--- src/rtl/lsUsbRxPkg.sv ---
package lsUsbRxPkg;

  typedef enum logic [1:0] {
    LVL_SE0 = 2'b00,
    LVL_J   = 2'b01,
    LVL_K   = 2'b10,
    LVL_ILL = 2'b11
  } lineLvl_e;

  typedef struct packed {
    logic startPkt;
    logic shiftEn;
    logic bitVal;
    logic commit;
  } rxStrobe_t;

endpackage

--- src/rtl/lsUsbRxPath.sv ---
module lsUsbRxPath
  import lsUsbRxPkg::*;
#(
  parameter int SPB       = 8,
  parameter int BUF_BYTES = 8,
  localparam int ADDR_W   = (BUF_BYTES > 2) ? $clog2(BUF_BYTES) : 1,
  localparam int LEN_W    = $clog2(BUF_BYTES + 1)
) (
  input  logic              clk,
  input  logic              rstN,
  input  logic              dpIn,
  input  logic              dmIn,
  input  rxStrobe_t         strb,
  output lineLvl_e          lvl,
  output lineLvl_e          lvlPrev,
  output logic              sampleTick,
  output logic [2:0]        bitIdx,
  output logic [LEN_W-1:0]  byteCnt,
  output logic              wrEn,
  output logic [ADDR_W-1:0] wrAddr,
  output logic [7:0]        wrData
);

  localparam int CNT_W = $clog2(SPB);
  localparam logic [CNT_W-1:0] HALF = CNT_W'(SPB / 2);
  localparam logic [CNT_W-1:0] LAST = CNT_W'(SPB - 1);

  logic [1:0] meta, syncd, prevRaw;
  logic [CNT_W-1:0] phase;
  logic [7:0] shReg;

  // two-flop synchroniser, then one more stage for transition detection
  always_ff @(posedge clk) begin
    if (!rstN) begin
      meta    <= 2'b01;
      syncd   <= 2'b01;
      prevRaw <= 2'b01;
    end else begin
      meta    <= {dpIn, dmIn};
      syncd   <= meta;
      prevRaw <= syncd;
    end
  end

  assign lvl     = lineLvl_e'(syncd);
  assign lvlPrev = lineLvl_e'(prevRaw);

  // phase counter re-centred on every transition
  always_ff @(posedge clk) begin
    if (!rstN)                phase <= '0;
    else if (lvl != lvlPrev)  phase <= '0;
    else if (phase == LAST)   phase <= '0;
    else                      phase <= phase + 1'b1;
  end

  assign sampleTick = (phase == HALF);

  always_ff @(posedge clk) begin
    if (!rstN) begin
      shReg   <= '0;
      bitIdx  <= '0;
      byteCnt <= '0;
      wrEn    <= 1'b0;
      wrAddr  <= '0;
      wrData  <= '0;
    end else begin
      wrEn <= 1'b0;
      if (strb.startPkt) begin
        bitIdx  <= '0;
        byteCnt <= '0;
      end else if (strb.shiftEn) begin
        shReg  <= {strb.bitVal, shReg[7:1]};
        bitIdx <= bitIdx + 1'b1;
        if (strb.commit) begin
          wrEn    <= 1'b1;
          wrAddr  <= ADDR_W'(byteCnt);
          wrData  <= {strb.bitVal, shReg[7:1]};
          byteCnt <= byteCnt + 1'b1;
        end
      end
    end
  end

  // the controller never commits a byte once the buffer is full
  a_r7_commit_room: assert property (@(posedge clk) disable iff (!rstN)
    strb.commit |-> (byteCnt < LEN_W'(BUF_BYTES)));

  // a write carries the index just before the updated count
  a_r5_addr_step: assert property (@(posedge clk) disable iff (!rstN)
    wrEn |-> (LEN_W'(wrAddr) == byteCnt - 1'b1));

endmodule

--- src/rtl/lsUsbRxCtrl.sv ---
module lsUsbRxCtrl
  import lsUsbRxPkg::*;
#(
  parameter int BUF_BYTES    = 8,
  parameter int SYNC_TIMEOUT = 1000,
  localparam int LEN_W       = $clog2(BUF_BYTES + 1),
  localparam int TMR_W       = $clog2(SYNC_TIMEOUT + 1)
) (
  input  logic             clk,
  input  logic             rstN,
  input  lineLvl_e         lvl,
  input  lineLvl_e         lvlPrev,
  input  logic             sampleTick,
  input  logic [2:0]       bitIdx,
  input  logic [LEN_W-1:0] byteCnt,
  output rxStrobe_t        strb,
  output logic             pktDone,
  output logic             overflow,
  output logic             syncErr
);

  typedef enum logic [2:0] {
    ST_HUNT, ST_CHK, ST_DATA, ST_DROP, ST_EOPW
  } rxState_e;

  rxState_e   state;
  lineLvl_e   lastLvl;
  logic [2:0] onesCnt;
  logic       seenFirst;
  logic       armed;
  logic [TMR_W-1:0] tmr;

  logic dataTick, dataBit, stuffNow, bufFull, lastBit;

  assign dataTick = (state == ST_DATA) && sampleTick && (lvl != LVL_SE0);
  assign dataBit  = (lvl == lastLvl);
  assign stuffNow = (onesCnt == 3'd6);
  assign lastBit  = (bitIdx == 3'd7);
  assign bufFull  = (byteCnt == LEN_W'(BUF_BYTES));

  always_comb begin
    strb = '0;
    strb.startPkt = (state == ST_CHK) && sampleTick && seenFirst && (lvl == LVL_K);
    if (dataTick && !stuffNow && !(lastBit && bufFull)) begin
      strb.shiftEn = 1'b1;
      strb.bitVal  = dataBit;
      strb.commit  = lastBit;
    end
  end

  always_ff @(posedge clk) begin
    if (!rstN) begin
      state     <= ST_HUNT;
      lastLvl   <= LVL_K;
      onesCnt   <= '0;
      seenFirst <= 1'b0;
      armed     <= 1'b0;
      tmr       <= '0;
      pktDone   <= 1'b0;
      overflow  <= 1'b0;
      syncErr   <= 1'b0;
    end else begin
      pktDone  <= 1'b0;
      overflow <= 1'b0;
      syncErr  <= 1'b0;
      unique case (state)
        ST_HUNT: begin
          if (lvl == LVL_SE0) begin
            armed <= 1'b1;
            tmr   <= '0;
          end else if (lvlPrev == LVL_J && lvl == LVL_K) begin
            state     <= ST_CHK;
            seenFirst <= 1'b0;
            armed     <= 1'b0;
          end else if (armed) begin
            if (tmr == TMR_W'(SYNC_TIMEOUT - 1)) begin
              syncErr <= 1'b1;
              armed   <= 1'b0;
            end else begin
              tmr <= tmr + 1'b1;
            end
          end
        end
        ST_CHK: begin
          if (sampleTick) begin
            if (lvl == LVL_SE0) begin
              state <= ST_HUNT;
            end else if (!seenFirst) begin
              seenFirst <= 1'b1;
            end else if (lvl == LVL_K) begin
              state   <= ST_DATA;
              lastLvl <= LVL_K;
              onesCnt <= '0;
            end else begin
              state <= ST_HUNT;
            end
          end
        end
        ST_DATA: begin
          if (sampleTick && lvl == LVL_SE0) begin
            pktDone <= 1'b1;
            state   <= ST_EOPW;
          end else if (dataTick) begin
            lastLvl <= lvl;
            if (stuffNow) begin
              onesCnt <= '0;
            end else if (lastBit && bufFull) begin
              overflow <= 1'b1;
              state    <= ST_DROP;
            end else begin
              onesCnt <= dataBit ? onesCnt + 1'b1 : 3'd0;
            end
          end
        end
        ST_DROP: if (lvl == LVL_SE0) state <= ST_EOPW;
        ST_EOPW: if (lvl == LVL_J) state <= ST_HUNT;
        default: state <= ST_HUNT;
      endcase
    end
  end

  // done is a single-cycle pulse with an in-range length
  a_r6_done_pulse: assert property (@(posedge clk) disable iff (!rstN)
    pktDone |=> !pktDone);
  a_r6_len_bound: assert property (@(posedge clk) disable iff (!rstN)
    pktDone |-> (byteCnt <= LEN_W'(BUF_BYTES)));
  // overflow never coincides with another status pulse
  a_r7_ovf_alone: assert property (@(posedge clk) disable iff (!rstN)
    overflow |-> (!pktDone && !syncErr));
  // sync error is a single-cycle pulse
  a_r8_serr_pulse: assert property (@(posedge clk) disable iff (!rstN)
    syncErr |=> !syncErr);
  // data decoding starts from a K reference
  a_r3_ref_k: assert property (@(posedge clk) disable iff (!rstN)
    ($past(state) == ST_CHK && state == ST_DATA) |-> (lastLvl == LVL_K));

endmodule

--- src/rtl/lsUsbRx.sv ---
module lsUsbRx
  import lsUsbRxPkg::*;
#(
  parameter int SPB          = 8,
  parameter int BUF_BYTES    = 8,
  parameter int SYNC_TIMEOUT = 1000,
  localparam int ADDR_W      = (BUF_BYTES > 2) ? $clog2(BUF_BYTES) : 1,
  localparam int LEN_W       = $clog2(BUF_BYTES + 1)
) (
  input  logic              clk,
  input  logic              rstN,
  input  logic              dpIn,
  input  logic              dmIn,
  output logic              wrEn,
  output logic [ADDR_W-1:0] wrAddr,
  output logic [7:0]        wrData,
  output logic              pktDone,
  output logic [LEN_W-1:0]  pktLen,
  output logic              overflow,
  output logic              syncErr
);

  rxStrobe_t        strb;
  lineLvl_e         lvl, lvlPrev;
  logic             sampleTick;
  logic [2:0]       bitIdx;
  logic [LEN_W-1:0] byteCnt;

  lsUsbRxPath #(.SPB(SPB), .BUF_BYTES(BUF_BYTES)) u_path (
    .clk(clk), .rstN(rstN), .dpIn(dpIn), .dmIn(dmIn), .strb(strb),
    .lvl(lvl), .lvlPrev(lvlPrev), .sampleTick(sampleTick),
    .bitIdx(bitIdx), .byteCnt(byteCnt),
    .wrEn(wrEn), .wrAddr(wrAddr), .wrData(wrData)
  );

  lsUsbRxCtrl #(.BUF_BYTES(BUF_BYTES), .SYNC_TIMEOUT(SYNC_TIMEOUT)) u_ctrl (
    .clk(clk), .rstN(rstN), .lvl(lvl), .lvlPrev(lvlPrev),
    .sampleTick(sampleTick), .bitIdx(bitIdx), .byteCnt(byteCnt),
    .strb(strb), .pktDone(pktDone), .overflow(overflow), .syncErr(syncErr)
  );

  assign pktLen = byteCnt;

endmodule

--- config.mk ---
export PLATFORM = sky130hd
export DESIGN_NAME = lsUsbRx
export DESIGN_NICKNAME = d
export VERILOG_FILES = /design/src/rtl/lsUsbRxPkg.sv /design/src/rtl/lsUsbRxPath.sv /design/src/rtl/lsUsbRxCtrl.sv /design/src/rtl/lsUsbRx.sv
export SDC_FILE = /design/constraint.sdc
export NUM_CORES = 1
export LEC_CHECK = 0
export BUFFER_PORTS_ARGS = -buffer_cell sky130_fd_sc_hd__buf_2
export CORE_MARGIN = 4
export CORE_UTILIZATION = 60
export CTS_BUF_LIST = sky130_fd_sc_hd__clkbuf_16
export DETAILED_ROUTE_END_ITERATION = 12
export PLACE_DENSITY = 0.9
export RECOVER_POWER = 100
export SYNTH_ARGS = -nofsm -noshare
export SYNTH_HDL_FRONTEND = slang
export SYNTH_SLANG_ARGS = --single-unit
--- constraint.sdc ---
create_clock -name clk -period 4.8 [get_ports clk]
set_input_delay 0 -clock clk [delete_from_list [all_inputs] [get_ports clk]]
set_output_delay 0 -clock clk [all_outputs]
set_load 0.1 [all_outputs]
==> key figures <==
Synthesis
  – Synth area leaders: dfxtp_1 45%, nand2_1 8.6%, a21oi_1 6.2%
  – Synth Register Bits: 58
  – Post-synthesis cell type count: 51
  – Avg Inst Size Synth: 8.412 µm²
  – Synth Instances: 307
  – Syn nets: 321
  – Async SR Flop Fraction: 0
  – Top post-synthesis cells by count: 59 x nand2_1, 58 x dfxtp_1, 32 x a21oi_1, 22 x nor2_1, 13 x clkbuf_1
  – Seq/Total Area, Yosys: 0.4496
  – Post-synth top area share: 0.4496
  – Synth warn: 0
  – EDFF count, synth: 0
  – Top FF cell, synth: dfxtp_1
  – Area leader, netlist: dfxtp_1
  – Top-count cell post-synth: nand2_1
  – Synth Cell Area: 2582 µm²

Die
  – Starting density of the core: 0.6320
  – Die Ht: 73.61 µm
  – Die Span X: 73.61 µm
  – Site Rows: 23
  – Placeable Area: 4086 µm²
  – DIE AREA: 5418 µm²
  – Ports: 23

Placed design
  – Post-DP HPWL: 3.521 mm
  – Cells after DPL: 363
  – Setup WS pre-CTS: 1.792 ns
  – GP Congestion: 0.8277
  – Number of port buffers: 22

Detailed routing
  – Via density: 5.798
  – Routed via count: 2209
  – Metal3 WL: 287 µm
  – DRC violations left: 0
  – Drt pass-1 iters: 4
  – Routed WL: 5.478 mm
  – DR top layer: met4
  – Routed met1 length: 2.568 mm
  – DRT iter0 DRCs: 165
  – ANT nets after route: 0
  – DR WL met2: 2.518 mm
  – Detailed-route wire length per cell: 14.38 µm

Clock network
  – CTS Root Cell: clkbuf_16
  – Clk_lat worst skew: 0.32 ns
  – TritonCTS Buffers: 9
  – # Post-CTS Setup Buffers: 0
  – Clk sink count: 58
  – # H-tree levels: 3
  – CTS tree: done
  – Worst-path clk slew: 0.05 ns
  – Buffer depth of the longest clock path: 2

Run
  – Max Cap Viol: 0

GRT
  – Total grt overflow: 0
  – First-pass GRT wire length: 9.266 mm
  – Largest net degree at the start of global routing: 32
  – Via count of the first global-routing pass: 2009
  – Tot GR Track Use: 0.2213
  – Initial antenna violation count: 0

Worst setup path
  – CP startpoint kind: flip-flop
  – Crit Path Category: reg -> reg
  – Crit. End Element: flip-flop
  – Number of cells on the worst reg-to-reg path: 5
  – Worst path required time: 4.96 ns
  – Arrival time at the worst endpoint: 3.19 ns
  – Crit Path Max Fanout: 15

STA
  – Worst Max-Slew Pin Slew: 1.168 ns
  – Final Hold Viols: 0
  – Min cycle time layout: 3.021 ns
  – Hold_ws: 0.01299 ns
  – RSZ-0062 raised after global routing: no
  – Layout Skew: 0.006788 ns
  – FMAX: 331.0 MHz
  – Final WS setup: 1.779 ns
  – Max Transition Viols Final: 0
  – Final setup fails: 0
  – Fin crit share: 0.6294
  – TNS Setup: 0 ns
  – Rel. slew slack: 0.2249

Final layout
  – Post-layout util: 0.7422
  – Layout cell share with drive strength beyond 1: 0.06344
  – N_diodes: 0
  – Area growth, synth to finish: 17.44%
  – Fin cells: 381
  – Nets: 340

Worst hold path
  – Worst hold path stage count: 2
  – Worst min-delay path category: in -> reg

Run status
  – Status: finished, final reports clean

Power
  – Pwr dens: 430.1 nW/µm²
  – Peak supply drop: 273.3 µV
  – Leak pwr: 1.079 nW
==> area by class of cell <==
type | count | area (µm²)
Multi-Input combinational cell | 220 | 1292
Sequential cell | 58 | 1161
Fill cell | 296 | 1054
Clock buffer | 9 | 225.2
Clock inverter | 7 | 132.6
Timing Repair Buffer | 25 | 113.9
Tap cell | 50 | 62.56
Inverter | 12 | 45.04
==> logic make-up (layout without fill, tap and decap cells) <==
family | after synthesis | after routing | share of synthesized area
xor gates and xnor gates | 13 | 13 | 0.04409
muxes | 2 | 2 | 0.007752
buffers and inverters | 29 | 53 | 0.04748
DFF | 58 | 58 | 0.4496
adders and majority gates | 10 | 10 | 0.04845
and+or+nand+nor | 124 | 124 | 0.2306
AOI/OAI and AO/OA | 71 | 71 | 0.1720
==> per-stage QoR <==
stage                     area [µm²]   power, W
final                           3033   0.001305
after global routing            3033   0.001343
after CTS                       3063   0.001309
after detailed placement        2685  0.0005466
after global placement          2685  0.0005449
after floorplan                 2582  0.0005365
==> final timing paths <==
kind                                 startpoint                to  slack (ns)
worst max register to register  u_ctrl.state[1]  u_path.wrData[4]        1.78
worst min register to register   u_path.meta[0]     u_path.lvl[0]        0.41
worst min-delay path                       rstN     u_path.lvl[0]        0.01
worst max-delay path            u_ctrl.state[1]  u_path.wrData[4]        1.78
==> per-layer routing <==
metal / global-route usage / vias to the layer above
met5: 0 / -
met4: 0.1127 / 0
met3: 0.06566 / 13
met2: 0.3317 / 55
met1: 0.2873 / 1030
li1: - / 1111
==> timing repair <==
action,CTS,global route
hold endpoints to repair,2,0
hold buffers,2,0
gates resized for setup,0,0
setup endpoints to repair,0,0
==> power breakdown <==
group	total, W	internal, W	leakage (nW)	switching [W]
clock network	0.000765	0.000554	0.178	0.000211
registers	0.000496	0.000489	0.469	0.00000793
logic	0.0000430	0.0000151	0.431	0.0000279
==> worst max-delay path: stages (launching register included) <==
cell and delay (ns):
dfxtp_1 0.58, or3b_1 0.53, nor4b_2 0.96, nand2_1 0.52, nand2_1 0.20, a21oi_1 0.08
==> sequential cells by signal, summed over array words and instances, names as in the netlist <==
register          cells
u_ctrl.pktDone        1
u_path.shReg          7
u_ctrl.onesCnt        3
u_ctrl.lastLvl        2
u_path.lvlPrev        2
u_ctrl.overflow       1
u_ctrl.syncErr        1
u_path.wrAddr         3
u_path.wrEn           1
u_path.byteCnt        4
u_path.phase          3
u_path.wrData         8
u_path.bitIdx         3
u_path.meta           2
u_ctrl.tmr           10
u_path.lvl            2
u_ctrl.seenFirst      1
u_ctrl.state          3
u_ctrl.armed          1
==> layout by cell type, fill, tap and decap left out, types with 2 or more instances in the layout <==
cell type / count
ha_1: 10
nor4_1: 3
a22oi_1: 2
a211o_1: 2
nand2b_1: 2
bufinv_16: 4
mux2i_1: 2
and2_0: 5
o32ai_1: 3
nand3_1: 5
nand2_1: 59
nor3_1: 8
or3_1: 3
clkbuf_16: 9
clkbuf_1: 19
and2_1: 2
o21ai_0: 9
o41ai_1: 2
o211ai_1: 2
nand4bb_1: 2
nor2_1: 23
inv_1: 13
nand4_1: 2
dlygate4sd3_1: 2
nor2b_1: 2
o31ai_1: 3
a211oi_1: 3
xor2_1: 7
o22ai_1: 2
dfxtp_1: 58
buf_2: 3
xnor2_1: 6
a21oi_1: 32
Note: power is estimated with default switching activity, not from simulation.
